File: src/rtl/mbox_regbank.sv
module mbox_regbank (
  input  logic        clk,
  input  logic        rst_n,
  input  logic        h_we,
  input  logic [11:0] h_addr,
  input  logic [31:0] h_wdata,
  output logic [31:0] h_rdata,
  input  logic        c_we,
  input  logic [16:0] c_addr,
  input  logic [31:0] c_wdata,
  output logic [31:0] c_rdata,
  output logic [3:0]  head_evt,
  output logic        inb_irq,
  output logic        bell_irq
);
  localparam int NW = 16;
  localparam logic [4:0] C_BELL = 5'd10, C_IST = 5'd16, C_IEN = 5'd17,
                         C_BST = 5'd18, C_BEN = 5'd19;

  // word index -> {hit, code}; codes 0..15 plain words, 16..19 status/enable
  function automatic logic [5:0] map(input logic [8:0] idx);
    case (idx)
      9'h128, 9'h129, 9'h12A, 9'h12B,
      9'h12C, 9'h12D, 9'h12E, 9'h12F: map = {1'b1, 2'b00, idx[2:0]};
      9'h130: map = {1'b1, C_IST};
      9'h131: map = {1'b1, C_IEN};
      9'h132: map = {1'b1, 5'd8};
      9'h133: map = {1'b1, 5'd9};
      9'h134: map = {1'b1, C_BELL};
      9'h135: map = {1'b1, C_BST};
      9'h136: map = {1'b1, C_BEN};
      9'h137: map = {1'b1, 5'd11};
      9'h174, 9'h175, 9'h176, 9'h177: map = {1'b1, 3'b011, idx[1:0]};
      default: map = 6'd0;
    endcase
  endfunction

  logic [31:0] word [NW];
  logic [3:0]  istat, ien;
  logic        bstat, ben;

  logic [5:0] hsel, csel;
  logic       hw, cw;
  logic [4:0] hc, cc;

  assign hsel = (!h_addr[11] && h_addr[1:0] == 2'b00) ? map(h_addr[10:2]) : 6'd0;
  assign csel = (c_addr[7:0] == 8'h00) ? map(c_addr[16:8]) : 6'd0;
  assign hc   = hsel[4:0];
  assign cc   = csel[4:0];
  assign hw   = h_we && hsel[5];
  assign cw   = c_we && csel[5];

  logic [3:0] head_wr, ist_clr;
  logic       bell_wr, bst_clr;

  for (genvar i = 0; i < 4; i++) begin : g_head
    assign head_wr[i] = (hw && hc == 5'(i)) || (cw && cc == 5'(i));
  end

  assign bell_wr = (hw && hc == C_BELL) || (cw && cc == C_BELL);
  assign ist_clr = ((hw && hc == C_IST) ? h_wdata[3:0] : 4'd0)
                 | ((cw && cc == C_IST) ? c_wdata[3:0] : 4'd0);
  assign bst_clr = (hw && hc == C_BST && h_wdata[0]) || (cw && cc == C_BST && c_wdata[0]);

  always_ff @(posedge clk or negedge rst_n) begin
    if (!rst_n) begin
      for (int k = 0; k < NW; k++) word[k] <= '0;
      istat    <= '0;
      ien      <= '0;
      bstat    <= 1'b0;
      ben      <= 1'b0;
      head_evt <= '0;
    end else begin
      for (int k = 0; k < NW; k++) begin
        if (hw && hc == 5'(k))      word[k] <= h_wdata;
        else if (cw && cc == 5'(k)) word[k] <= c_wdata;
      end
      istat <= (istat & ~ist_clr) | head_wr;
      bstat <= (bstat & ~bst_clr) | bell_wr;
      if (hw && hc == C_IEN)      ien <= h_wdata[3:0];
      else if (cw && cc == C_IEN) ien <= c_wdata[3:0];
      if (hw && hc == C_BEN)      ben <= h_wdata[0];
      else if (cw && cc == C_BEN) ben <= c_wdata[0];
      head_evt <= head_wr;
    end
  end

  logic [31:0] view [32];
  always_comb begin
    for (int k = 0; k < 32; k++) view[k] = '0;
    for (int k = 0; k < NW; k++) view[k] = word[k];
    view[C_IST] = {28'd0, istat};
    view[C_IEN] = {28'd0, ien};
    view[C_BST] = {31'd0, bstat};
    view[C_BEN] = {31'd0, ben};
  end

  assign h_rdata  = hsel[5] ? view[hc] : 32'd0;
  assign c_rdata  = csel[5] ? view[cc] : 32'd0;
  assign inb_irq  = |(istat & ien);
  assign bell_irq = bstat & ben;
endmodule


File: config.mk
export PLATFORM = sky130hd
export DESIGN_NAME = mbox_regbank
export DESIGN_NICKNAME = d
export VERILOG_FILES = /design/src/rtl/mbox_regbank.sv
export SDC_FILE = /design/constraint.sdc
export NUM_CORES = 2
export LEC_CHECK = 0
export BUFFER_PORTS_ARGS = -buffer_cell sky130_fd_sc_hd__buf_2
export CAP_MARGIN = 20
export CELL_PAD_IN_SITES_DETAIL_PLACEMENT = 1
export CELL_PAD_IN_SITES_GLOBAL_PLACEMENT = 1
export CORE_MARGIN = 2
export CORE_UTILIZATION = 40
export DETAILED_ROUTE_END_ITERATION = 8
export GPL_TIMING_DRIVEN = 0
export PLACE_DENSITY_LB_ADDON = 0.1
export SYNTH_ARGS = -nofsm -noshare
export SYNTH_HDL_FRONTEND = slang
export SYNTH_SLANG_ARGS = --single-unit
File: constraint.sdc
create_clock -name clk -period 5.6 [get_ports clk]
set_input_delay 1.4 -clock clk [delete_from_list [all_inputs] [get_ports clk]]
set_output_delay 1.4 -clock clk [all_outputs]
set_load 0.05 [all_outputs]
Word level (Yosys, flattened, before mapping)
Cells that the tools add are included.
{"block": "classes", "bitwise": 11, "n_addsub": 0, "mul": 0, "reduce_logical": 79, "div_mod_pow": 0, "n_mux": 50, "shifts": 0, "n_lt_le_gt_ge": 2, "eq_ne": 78}
{"operator": "two-way mux 32 bit", "count": 38}
{"operator": "== test 9 bit (second input constant)", "count": 40}
{"operator": "binary-select mux 32 bit (select 5 bit)", "count": 2}
{"operator": "case mux 6 bit (10 select lines)", "count": 2}
{"operator": "== test 5 x 4 -> 1 bit (second input constant)", "count": 16}
{"operator": "logical AND 1 bit", "count": 45}
{"operator": "== test 5 x 3 -> 1 bit (second input constant)", "count": 8}
{"operator": "== test 5 bit (second input constant)", "count": 8}
{"operator": "nonzero test 2 bit", "count": 18}
{"operator": "== test 5 x 2 -> 1 bit (second input constant)", "count": 4}
{"operator": "two-way mux 4 bit", "count": 4}
{"operator": "OR reduction 8 bit", "count": 2}
{"operator": "greater-or-equal comparator 6 bit (second input constant)", "count": 2}
{"operator": "two-way mux 6 bit", "count": 2}
{"operator": "NOT 5 -> 6 bit", "count": 2}
{"operator": "OR reduction 4 bit", "count": 3}
{"operator": "== test 5 x 1 -> 1 bit (second input constant)", "count": 2}
{"operator": "logical NOT 5 bit", "count": 2}
{"operator": "bitwise AND 4 bit", "count": 2}
{"operator": "logical NOT 8 bit", "count": 1}
{"operator": "OR 4 bit", "count": 2}
{"operator": "logical OR 1 bit", "count": 6}
{"operator": "NOT 4 bit", "count": 1}
{"operator": "bitwise AND 1 bit", "count": 2}
{"operator": "other kinds (5)", "count": 6}
{"block": "word_totals", "in_bits": 97, "reg_bits": 526, "mem_count": 0, "latch_bits": 0, "mem_bits_rw": 0, "wordCells": 241, "rom_bits": 0, "out_inout_bits": 70}

Depth between registers and ports, before layout
{"block": "depth", "word_depth": 11, "ltp_mapped": 12, "ltp_nobuf": 8}

Worst setup path after synthesis
Ideal clock, no wire load.
{"block": "synth_path", "path_kind": "input to output", "start": "in h_addr[8]", "end": "out h_rdata[17]", "stages": 9, "t_required_ns": 4.200, "slack_ns": -1.051, "arrival_time_ns": 5.251, "path_buffers": 4, "cell_sequence": "buf_4 -> and4bb_1 -> a31o_2 -> buf_2 -> o21ai_1 -> buf_2 -> buf_2 -> o22ai_1 -> a2111oi_0"}
{"block": "synth_between", "elab_chain_len": 9, "elab_cells_between_ends": 29, "classes_between": "20 x eq/ne; 6 x mux; 1 x bitwise; 2 x reduce/logical"}
{"element": "start: declaration", "line_no": "5", "source": "input logic [11:0] h_addr,"}
{"element": "== test 9 bit", "line_no": "22", "source": "case (idx)"}
{"element": "OR reduction 8 bit or OR reduction 4 bit (tied branches)", "line_no": "22"}
{"element": "case mux 6 bit (10 select lines) (*)", "line_no": "22"}
{"element": "two-way mux 6 bit (*)", "line_no": "46", "source": "assign hsel = (!h_addr[11] && h_addr[1:0] == 2'b00) ? map(h_addr[10:2]) : 6'd0;"}
{"element": "NOT 5 -> 6 bit (not written as such)", "line_no": "98", "source": "assign h_rdata = hsel[5] ? view[hc] : 32'd0;"}
{"element": "binary-select mux 32 bit (select 5 bit)", "line_no": "98"}
{"element": "two-way mux 32 bit (not written as such) (2 in a row)", "line_no": "98"}
{"element": "two-way mux 32 bit (*)", "line_no": "98"}
{"element": "end: declaration", "line_no": "7", "source": "output logic [31:0] h_rdata,"}
Mark *: on every way between the ends. The rest lies on a longest branch, timed or not. The select of a mux whose other input is x is not followed.

Worst setup path after layout
{"block": "layout_path", "start": "in h_addr[8]", "end": "out h_rdata[0]"}
The elaborated chain is that of the path after synthesis.

==> flow_metrics.tcl <==
set metrics [dict create \
    outcome "complete, but fails checks" \
    violations "setup timing" \
    critPathCaptureType "output pin" \
    cp.depth 11 \
    crit_fanout 10 \
    grt-ovfl-total 0 \
    grt_start_max_net_pins 111 \
    finalWorstSetupSlack_ns -0.145 \
    clkSinkCount 526 \
    tightest_slew_ns 1.30 \
    period_needed_ns 5.75 \
    dp.final_hpwl_mm 142 \
    chipHeight_um 288 \
    power.leakage_nw 19.4 \
    die-area_um2 83100 \
    drtIter0Drc 5910 \
    syn_avg_cell_area_um2 8.40 \
    ys_types 77 \
    ant_nets 0 \
    start_util_pct 40.2 \
    crit_type "in -> out" \
    crit_family "buffers and inverters" \
    async_reset_ff_share_pct 100 \
    reg2reg_from "bstat$_DFF_PN0_" \
    synth_ff_type "dfrtp_1" \
    vias 37100 \
    grt_pass1_vias 35500 \
    antenna_found_initial 16 \
    die_w_um 288 \
    grt_pass1_wl_mm 286 \
    yosys_warnings 0 \
    drv_slew 0 \
    hold_class "reg -> reg" \
    max_stage_delay_ns 0.51 \
    wire_per_inst_um 40.1 \
    synth_seq_cells 526 \
    worstSetupStartpointType "input port" \
    startpoint "h_addr[8]" \
    slew_headroom_pct 13.3 \
    min_period_over_period_pct 103 \
    fmax_ghz 0.174 \
    syn_to_final_growth_pct 20.2 \
    ir_drop_mv 0.223 \
    clock_latency_ns 0.63 \
    rsz0062_at_grt "yes" \
    cts.clk_slew.worst_paths_ns 0.06 \
    synth_edf_count 0 \
    crit_slowest_cell "buf_2" \
    synth_commonest_cells "dfrtp_1 (526), mux2i_1 (523), nor2_1 (493)" \
    synth.net_count 3943 \
    dr.pass1.iters 6 \
    clock-skew-final_ns 0 \
    cts_tree "done" \
    required_ns 4.20 \
    drt-vias-per-instance 7.10 \
    arrival_ns 4.35 \
    min-delay-start "view[840]$_DFFE_PN0P_" \
    nNetsFinal 4205 \
    max-cap-violations 0 \
    cts_root_buf "clkbuf_16" \
    crit_chain "buf_2 -> buf_4 -> and4bb_1 -> a31oi_2 -> buf_6 -> buf_2 -> nand2_1 -> a32oi_1 -> a31oi_1 -> nor4_2 -> buf_2" \
    netlist_top_cells_area "dfrtp_1 (41%), mux2i_1 (16%), o22ai_1 (5.9%)" \
    core-area_um2 80300 \
    nFillCells 9527 \
    synth_cells 3846 \
    ioPinCount 167 \
    rows 104 \
    hold_viol 0 \
    drt_wl_total_mm 210 \
    final-setup-viol-count 13 \
    ys_seq_area_share_pct 40.7 \
    numCtsBuffers 69 \
    synth_area_um2 32300 \
    p_per_area_nw_per_um2 240 \
    critPathBufInv 5 \
    cts-htree-levels 3 \
    drc 0 \
    io_buffer_count 127 \
    holdWs_ns 0.589 \
    synth_top_area_share_pct 40.7 \
    gp_congestion 1.02 \
    gr-usage-all-layers_pct 49.6 \
    hold_depth 2 \
    synth_top_area_cell "dfrtp_1" \
    crit_path_frequent_cell "buf_2" \
    reg2reg_depth 3 \
    cts_max_path_buffers 3 \
    yosysMostFrequentCell "dfrtp_1" \
    pre_cts_slack_ns -1.21 \
    drive_gt1_share_pct 15.6 \
]
through the flow:
stage                     utilization, %  power, mW  area, um2  cells  TNS [ns]
after detailed placement            43.6       4.49      35000   5071    -59.02
after global routing                48.3       9.41      38800   5220    -0.152
final                               48.4       9.31      38800   5234    -0.571
after floorplan                        -       4.13      32400   3846    -0.393
after global placement              42.8       4.47      34300   5033  -4704.03
after CTS                           47.7       9.21      38300   5208         0
power by group:
part	internal (mW)	total, mW	switching (mW)
clock network	2.84	4.82	1.98
logic	0.153	0.662	0.509
registers	3.81	3.83	0.0136
total	6.81	9.31	2.50
routing by layer:
metal  track usage [%]  up-vias  routed length, um
met4              35.6       12              18900
met1              61.8    18400              77600
met5              2.05        -                243
li1                  -    14400                  -
met2              69.2     3241              84300
met3              20.0     1081              29000
final timing paths:
path / slack (ns) / to
max: -0.15 / h_rdata[0]
min: 0.59 / view[840]$_DFFE_PN0P_
max reg2reg: 4.53 / bstat$_DFF_PN0_
min reg2reg: 0.59 / view[840]$_DFFE_PN0P_
max in group asynchronous: 3.44 / view[690]$_DFFE_PN0P_
min in group asynchronous: 0.64 / ien[3]$_DFFE_PN0P_
sequential cells by signal, summed over array words and instances (netlist names):
name	cells
head_evt	4
ben	1
ien	4
bstat	1
view	512
istat	4
tightest hold or removal path, delay by kind of cell, from the launching register on:
kind	cells	cell delay, ns
flops	1	0.37
compound gates	1	0.10
mux	1	0.08
cell families after synthesis:
family	synth area share (%)
flip-flops	40.7
AND/OR/NAND/NOR	15.2
XOR/XNOR	0.0542
AO/OA/AOI/OAI	21.8
multiplexers	16.3
buffers and inverters	5.92
final cells by class:
class,instances,area (um2),area share [%]
diodes,15,37.5,0.0967
plain buffers,417,2590,6.68
clock buffers,101,2070,5.33
clock inverters,21,287,0.738
inverters,6,22.5,0.0580
multi-input cells,2897,17600,45.4
flip-flops and latches,526,13200,33.9
well taps,1060,1330,3.42
repair buffers,191,1690,4.34
layout by cell type, fill, tap and decap left out, drive strengths merged, types with 5 or more instances in the layout:
| master | instances |
|---|---|
| mux2i | 523 |
| inv | 10 |
| diode | 15 |
| clkinv | 9 |
| a221o | 6 |
| nand3 | 55 |
| and3b | 5 |
| nor3 | 41 |
| and2 | 9 |
| nand2b | 10 |
| nand2 | 482 |
| o211ai | 8 |
| a2111oi | 7 |
| a31oi | 77 |
| buf | 363 |
| o22ai | 307 |
| clkbuf | 346 |
| nand4 | 35 |
| a22oi | 15 |
| a31o | 6 |
| nor4 | 6 |
| nor2 | 498 |
| bufinv | 6 |
| o221a | 14 |
| a21oi | 336 |
| o221ai | 37 |
| o21ai | 352 |
| dfrtp | 526 |
| nor3b | 5 |
| o32ai | 5 |
timing repair:
action / CTS / global route
endpoints found under the setup margin: 64 / 63
gates resized for setup: 303 / 151
setup buffers: 15 / 9
pin swaps: 9 / 10
hold buffers: 0 / 0
gates cloned: 0 / 0
Power figures use the tool's default switching activity.
